<file path="src/rtl/cfg_startup_pkg.sv">
package cfg_startup_pkg;

    typedef enum logic [2:0] {
        PH_LOAD  = 3'd0,
        PH_0     = 3'd1,
        PH_1     = 3'd2,
        PH_2     = 3'd3,
        PH_FINAL = 3'd4
    } phase_e;

endpackage

</file>
<file path="src/rtl/cfg_len_shift.sv">
module cfg_len_shift #(
    parameter int LEN_W = 24
) (
    input  logic             cclk,
    input  logic             prog_n,
    input  logic             din,
    input  logic             shift_en,
    output logic [LEN_W-1:0] len_val,
    output logic             len_ready
);
    localparam int BC_W = $clog2(LEN_W + 1);

    typedef struct packed {
        logic [LEN_W-1:0] len;
        logic [BC_W-1:0]  nbits;
        logic             ready;
    } shift_t;

    shift_t sh_d, sh_q;

    always_comb begin
        sh_d = sh_q;
        if (!prog_n) begin
            sh_d = '0;
        end else if (shift_en && !sh_q.ready) begin
            sh_d.len   = {sh_q.len[LEN_W-2:0], din};
            sh_d.nbits = sh_q.nbits + BC_W'(1);
            if (sh_q.nbits == BC_W'(LEN_W - 1)) begin
                sh_d.ready = 1'b1;
            end
        end
    end

    always_ff @(posedge cclk) begin
        sh_q <= sh_d;
    end

    assign len_val   = sh_q.len;
    assign len_ready = sh_q.ready;


    len_hold_chk: assert property (@(posedge cclk) disable iff (!prog_n)
        sh_q.ready |=> (sh_q.ready && $stable(sh_q.len)));

endmodule

</file>
<file path="src/rtl/cfg_clk_count.sv">
module cfg_clk_count #(
    parameter int CNT_W = 24
) (
    input  logic             cclk,
    input  logic             prog_n,
    input  logic             run,
    output logic [CNT_W-1:0] count
);
    typedef struct packed {
        logic [CNT_W-1:0] cnt;
    } cnt_t;

    cnt_t cn_d, cn_q;

    always_comb begin
        cn_d = cn_q;
        if (!prog_n) begin
            cn_d.cnt = '0;
        end else if (run) begin
            cn_d.cnt = cn_q.cnt + CNT_W'(1);
        end
    end

    always_ff @(posedge cclk) begin
        cn_q <= cn_d;
    end

    assign count = cn_q.cnt;


    cnt_step_chk: assert property (@(posedge cclk) disable iff (!prog_n)
        run |=> (count == $past(count) + CNT_W'(1)));

endmodule

</file>
<file path="src/rtl/cfg_startup_seq.sv">
module cfg_startup_seq
    import cfg_startup_pkg::*;
(
    input  logic cclk,
    input  logic prog_n,
    input  logic hit,
    input  logic crc_en,
    input  logic frame_err,
    output logic running,
    output logic done,
    output logic outs_active,
    output logic gsr_hold,
    output logic init_pull_low
);
    typedef struct packed {
        phase_e phase;
        logic   err;
    } seq_t;

    seq_t sq_d, sq_q;
    logic err_new;

    always_comb begin
        sq_d    = sq_q;
        err_new = crc_en && frame_err && (sq_q.phase == PH_LOAD);
        if (!prog_n) begin
            sq_d.phase = PH_LOAD;
            sq_d.err   = 1'b0;
        end else begin
            sq_d.err = sq_q.err || err_new;
            case (sq_q.phase)
                PH_LOAD:  if (hit && !sq_d.err) sq_d.phase = PH_0;
                PH_0:     sq_d.phase = PH_1;
                PH_1:     sq_d.phase = PH_2;
                PH_2:     sq_d.phase = PH_FINAL;
                PH_FINAL: sq_d.phase = PH_FINAL;
                default:  sq_d.phase = PH_LOAD;
            endcase
        end
    end

    always_ff @(posedge cclk) begin
        sq_q <= sq_d;
    end

    assign running       = (sq_q.phase == PH_LOAD);
    assign done          = (sq_q.phase != PH_LOAD);
    assign outs_active   = (sq_q.phase == PH_1) || (sq_q.phase == PH_2) ||
                           (sq_q.phase == PH_FINAL);
    assign gsr_hold      = (sq_q.phase == PH_LOAD) || (sq_q.phase == PH_0) ||
                           (sq_q.phase == PH_1);
    assign init_pull_low = sq_q.err;


    reset_clear_chk: assert property (@(posedge cclk)
        !prog_n |=> (!done && !outs_active && gsr_hold && !init_pull_low));


    outs_after_done_chk: assert property (@(posedge cclk) disable iff (!prog_n)
        $rose(outs_active) |-> $past(done));


    gsr_after_outs_chk: assert property (@(posedge cclk) disable iff (!prog_n)
        $fell(gsr_hold) |-> $past(outs_active));


    final_hold_chk: assert property (@(posedge cclk) disable iff (!prog_n)
        (sq_q.phase == PH_FINAL) |=> (sq_q.phase == PH_FINAL));


    err_sticky_chk: assert property (@(posedge cclk) disable iff (!prog_n)
        sq_q.err |=> sq_q.err);


    err_blocks_done_chk: assert property (@(posedge cclk) disable iff (!prog_n)
        sq_q.err |-> !done);

endmodule

</file>
<file path="src/rtl/cfg_startup_top.sv">
module cfg_startup_top #(
    parameter int CNT_W = 24
) (
    input  logic cclk,
    input  logic prog_n,
    input  logic din,
    input  logic len_vld,
    input  logic mem_full,
    input  logic crc_en,
    input  logic frame_err,
    output logic done,
    output logic outs_active,
    output logic gsr_hold,
    output logic init_pull_low
);
    logic [CNT_W-1:0] len_val;
    logic [CNT_W-1:0] count;
    logic             len_ready;
    logic             running;
    logic             hit;

    cfg_len_shift #(.LEN_W(CNT_W)) u_len (
        .cclk      (cclk),
        .prog_n    (prog_n),
        .din       (din),
        .shift_en  (len_vld),
        .len_val   (len_val),
        .len_ready (len_ready)
    );

    cfg_clk_count #(.CNT_W(CNT_W)) u_cnt (
        .cclk   (cclk),
        .prog_n (prog_n),
        .run    (running),
        .count  (count)
    );

    assign hit = len_ready && mem_full && (count == len_val);

    cfg_startup_seq u_seq (
        .cclk          (cclk),
        .prog_n        (prog_n),
        .hit           (hit),
        .crc_en        (crc_en),
        .frame_err     (frame_err),
        .running       (running),
        .done          (done),
        .outs_active   (outs_active),
        .gsr_hold      (gsr_hold),
        .init_pull_low (init_pull_low)
    );


    done_match_chk: assert property (@(posedge cclk) disable iff (!prog_n)
        $rose(done) |-> $past(mem_full && len_ready && (count == len_val)));

endmodule

</file>
<file path="config.mk">
export PLATFORM = sky130hd
export DESIGN_NAME = cfg_startup_top
export DESIGN_NICKNAME = d
export VERILOG_FILES = /design/src/rtl/cfg_startup_pkg.sv /design/src/rtl/cfg_len_shift.sv /design/src/rtl/cfg_clk_count.sv /design/src/rtl/cfg_startup_seq.sv /design/src/rtl/cfg_startup_top.sv
export SDC_FILE = /design/constraint.sdc
export NUM_CORES = 1
export LEC_CHECK = 0
export ABC_AREA = 1
export CAP_MARGIN = 20
export CORE_ASPECT_RATIO = 1.75
export CORE_MARGIN = 2
export CORE_UTILIZATION = 40
export DETAILED_ROUTE_END_ITERATION = 16
export GPL_ROUTABILITY_DRIVEN = 0
export MAX_ROUTING_LAYER = met4
export PLACE_DENSITY = 0.53
export SYNTH_ARGS = -nofsm -noshare
export SYNTH_HDL_FRONTEND = slang
export SYNTH_SLANG_ARGS = --single-unit
</file>
<file path="constraint.sdc">
create_clock -name cclk -period 1.7 [get_ports cclk]
set_input_delay 0.17 -clock cclk [delete_from_list [all_inputs] [get_ports cclk]]
set_output_delay 0.17 -clock cclk [all_outputs]
set_load 0.02 [all_outputs]
</file>
# Yosys cells after proc, flatten, opt, wreduce, memory -nomap -nowiden
# Cells that the tools add are included.
# word_totals
word_cells,34
register_bits,58
out_inout_bits,4
input_bits,7
# classes
reduce_logical,17
n_addsub,2
muxes,2
eq_ne,7
# ops
op,count
$add 24x1->24 const B,1
$eq 24x24->1,1
$pmux 3 s4,1
$eq 3x2->1 const B,2
$logic_and 1x1->1,6
$add 5x1->5 const B,1
$eq 5x5->1 const B,1
$logic_or 1x1->1,5
$eq 3x1->1 const B,1
$eq 3x3->1 const B,1
$logic_not 3->1,1
$mux 3,1
$reduce_bool 3->1,1
$logic_not 1->1,2
$ne 2x1->1 const B,1
$reduce_and 2->1,1
$reduce_or 2->1,1

# Depth between registers and ports, before layout
# logic_depth
word_depth,7
mapped_depth,10
ltp_nobuf,10

# By module
# From an unflattened synthesis, not the netlist that was laid out.
# hier_totals
cells_unflattened,500
area_unflattened_um2,3240.6
# by_module_without_submodules
module,instances,seq_area_each_um2,area_per_inst_um2,cells_each
cfg_len_shift,1,600.6,1298.7,165
cfg_clk_count,1,480.5,1252.5,179
cfg_startup_top,1,0.0,510.5,130
cfg_startup_seq,1,80.1,178.9,26

# Worst setup path before layout
# Ideal clock, no wire load.
# synth_path
path_kind,reg-to-reg
startpoint,"register u_cnt.cn_q, in the netlist u_cnt.count[0]"
endpoint,"register u_cnt.cn_q, in the netlist u_cnt.count[16]"
arrival_time_ns,1.264
setup_time_ns,0.115
stages_incl_launch_ff,9
n_path_buf,0
required_time_ns,1.585
slack_ns,0.321
synth_period_minus_slack_ns,1.379
cell_sequence,dfxtp_1 > ha_1 > nand3_1 > nor3_4 > nand2_1 > clkinv_2 > nand3_1 > nand2_1 > nor2_1
# synth_via
elab_chain_cells,1
# synth_lines
element,line,source
"start, declared",cfg_clk_count.sv:13,"cnt_t cn_d, cn_q;"
"start signal, assigned",cfg_clk_count.sv:25,cn_q <= cn_d;
$add 24x1->24,cfg_clk_count.sv:20,cn_d.cnt = cn_q.cnt + CNT_W'(1);
# Every way passes these cells.
# A chain may end at the register's enable or synchronous reset.

# Worst setup path after layout
# layout_path
startpoint,register u_seq.sq_q[1] in the netlist's numbering
endpoint,output port gsr_hold
# layout_via
elab_chain_cells,3
word_cells_on_any_way,5
cone_classes,eq/ne: 2; reduce/logical: 3
# layout_lines
element,line,source
"start, declared",cfg_startup_seq.sv:20,"seq_t sq_d, sq_q;"
"start signal, assigned",cfg_startup_seq.sv:43,sq_q <= sq_d;
$eq 3x1->1 / $logic_not 3->1 (equally long branches),cfg_startup_seq.sv:50,assign gsr_hold = (sq_q.phase == PH_LOAD) || (sq_q.phase == PH_0) ||
$logic_or 1x1->1,cfg_startup_seq.sv:50,
$logic_or 1x1->1 *,cfg_startup_seq.sv:50,
"end, declared",cfg_startup_top.sv:13,"output logic gsr_hold,"
# Mark *: on every way between the ends. The rest lies on a longest branch, timed or not.

==> results_dict.tcl <==
set metrics [dict create \
    result_of_the_run "finished clean" \
    ys_async_sr_fraction_pct 0 \
    fin_util_pct 49.2 \
    fillCellCount 715 \
    combinationalPowerShare_pct 10.1 \
    total_area_of_multi_input_combinational_cells_um2 1360 \
    final_design_area_no_fill_um2 3370 \
    cts.hold.buffers_added 0 \
    dominant_delay_contributor_by_cell_family_on_the_critical_path "buffers and inverters" \
    worst_r2r_startpoint "u_cnt.count[0]$_SDFFE_PN0P_" \
    first_global_vias 2643 \
    dr_wl_met2_um 4110 \
    layoutNonFillerInstCount 539 \
    synthToLayoutAreaGrowth_pct 19.4 \
    diodes 0 \
    die_height_um 115 \
    finalHoldViolations 0 \
    tightest_slew_ps 454 \
    cts_tree "yes" \
    net_count_of_the_mapped_netlist 440 \
    core_area_um2 6860 \
    endpoint_kind "output port" \
    grt_first_pass_wirelength_um 12300 \
    number_of_flops_mapped_to_enable_cells_by_yosys 0 \
    worst-endpoint-arrival_ps 1430 \
    powerDensity_nw_per_um2 1100 \
    detail_route.iter0.violations 157 \
    cts_inserted_buffers 9 \
    clkSlewWorstSetupHoldPaths_ps 50 \
    cap_violations 0 \
    global_route.usage.total_pct 22.5 \
    clk_pwr_share_pct 49.7 \
    design.die.area_um2 7770 \
    drv_slew 0 \
    timing.slew.headroom_pct 69.5 \
    crit_fanout 5 \
    ys_ff_latch 58 \
    clock_sinks 58 \
    syn-cell-area_um2 2820 \
    routed_via_density 4.85 \
    firstDrtPassIters 4 \
    switching_fraction_pct 25.2 \
    netlist-cell-type-count 26 \
    max_freq_mhz 623 \
    grt_start_max_net_pins 41 \
    p_sw_uw 935 \
    timing.critical_path.slowest_cell_delay_ps 610 \
    routed_wirelength_um 7360 \
    numPortBuffers 10 \
    worst_reg_to_reg_setup_slack_ps 160 \
    timing.final.setup_violations 0 \
    dominantRegCellSynth "sky130_fd_sc_hd__dfxtp_1" \
    fin_setup_tns_ps 0 \
    worstReg2RegEnd "u_cnt.count[22]$_SDFFE_PN0P_" \
    final.min_clock_period_ps 1600 \
    detailroute.wirelength.met3_um 136 \
    top_layer "met4" \
    hold_path_end "u_len.sh_q[5]$_SDFFE_PN0P_" \
    rows 40 \
    min-delay-start "u_len.sh_q[5]$_SDFFE_PN0P_" \
    synth.yosys.seq_area_share_pct 41.1 \
    chipWidth_um 67.5 \
    detailedPlacementHpwl_um 5480 \
    worst_r2r_path_depth 8 \
    placed_cell_area_um2 3070 \
    ir_worst_vdd_uv 671 \
    dr_total_vias 2613 \
    pwr-share-seq_pct 40.2 \
    critical_path.startpoint_type "register" \
    grt_setup_unrepaired "false" \
    finalClockSkew_ps 4.13 \
    ioPinCount 11 \
    drt.antenna.violating_nets 0 \
    slowest_stage "sky130_fd_sc_hd__clkdlybuf4s50_1" \
    floorplan.initialDensity_pct 41.2 \
    most-common-layout-cells "sky130_fd_sc_hd__nand2_1, sky130_fd_sc_hd__inv_1, sky130_fd_sc_hd__dfxtp_1" \
    path_cells "a21oi_1 > clkdlybuf4s50_1" \
    sequential_cell_area_um2 1160 \
    timing.critical_path.buf_inv 1 \
    clock_latency_ps 330 \
    postSynthCellCount 431 \
    average_cell_area_after_synthesis_um2 6.55 \
    h_tree_levels 3 \
    clockRootBuffer "sky130_fd_sc_hd__clkbuf_16" \
    placed_cells_incl_taps 523 \
    cts.repair_timing.setup_buffer_count 0 \
    yosys_warnings 0 \
    leakagePower_nw 1.43 \
    finalNetCount 459 \
    worst_hold_path_cells 1 \
    timing.critical_path.required_ps 1530 \
    grt.overflow.total 0 \
    timing_worst_setup_path_type "register to output port" \
    wl_met1_um 2850 \
    ratio_of_cells_with_drive_above_1_in_the_final_layout_pct 7.25 \
    maximum_number_of_buffers_from_clock_root_to_sink 2 \
    drt_drc_violations_left 0 \
    layout.cells.most_common "sky130_fd_sc_hd__nand2_1" \
    routedWlPerCell_um 13.6 \
    crit_startpoint "u_seq.sq_q[1]$_SDFFE_PN0P_" \
    internal_power_mw 2.78 \
    finalCritPeriodShare_pct 94.4 \
    hold_path_class "register to register" \
    antenna_violations_before_repair 0 \
]
## state kept, by name (all words and copies together) (netlist names)
name                 count
u_seq.sq_q               3
u_seq.init_pull_low      1
u_cnt.count             24
u_len.len_ready          1
u_len.sh_q               5
u_len.len_val           24
## repair_timing
item	in CTS	in global routing
pin swaps	0	1
resized for setup	2	0
endpoints found under the hold margin	0	0
setup endpoints to repair	2	2
## per-stage QoR
stage                     hold slack (ps)  power [mW]  setup WS [ps]
after floorplan                       363        1.76            321
after global placement                440        1.91            179
after CTS                             451        3.75           80.9
final                                 454        3.71           95.6
after global routing                  474        3.87           14.7
after detailed placement              444        1.90            122
## power by group through the flow
stage	combinational, mW	clock (mW)	sequential, mW
final	0.376	1.84	1.49
after global routing	0.438	1.94	1.50
after CTS	0.381	1.88	1.49
after detailed placement	0.385	0	1.52
after global placement	0.387	0	1.52
after floorplan	0.254	0	1.50
## synthesized netlist by cell type, drive strengths merged (3+ instances only)
master	n	area, um^2
a21oi	40	200
buf	3	13.8
clkbuf	9	33.8
dfxtp	58	1160
inv	67	251
nand2	104	398
nand3	25	125
nor2	53	214
nor3	12	76.3
o21ai	41	205
xor2	4	35.0
## how the worst max path moves through the flow
stage / to / slack [ps] / cells after the start
after floorplan: u_cnt.count[16]$_SDFFE_PN0P_ / 320 / 8
after global placement: u_cnt.count[18]$_SDFFE_PN0P_ / 180 / 8
after detailed placement: u_cnt.count[18]$_SDFFE_PN0P_ / 120 / 8
after CTS: gsr_hold / 80 / 2
after global routing: u_cnt.count[16]$_SDFFE_PN0P_ / 10 / 8
final: gsr_hold / 100 / 2
## logic make-up (layout without fill, tap and decap cells)
logic type,count (synthesis),after routing,share of synthesized area [%]
compound gates,85,85,15.3
xor+xnor,6,6,1.86
fa+ha+maj,2,2,0.886
buf+inv,81,105,10.9
flops,58,58,41.1
simple gates,199,199,29.9
## final cells by class
| type | instances | area share [%] |
|---|---|---|
| Inverter | 69 | 7.72 |
| Tap cell | 84 | 3.12 |
| Timing Repair Buffer | 20 | 5.49 |
| Sequential cell | 58 | 34.4 |
| Multi-Input combinational cell | 292 | 40.2 |
| Clock inverter | 5 | 1.56 |
| Clock buffer | 11 | 7.50 |
## routing by layer
| layer | GRT usage, % | vias to the layer above |
|---|---|---|
| met5 | - | - |
| met4 | 15.4 | 0 |
| met3 | 3.03 | 13 |
| met2 | 39.2 | 35 |
| met1 | 22.2 | 1165 |
| li1 | - | 1400 |
No activity file was read; power rests on OpenSTA's default activity.
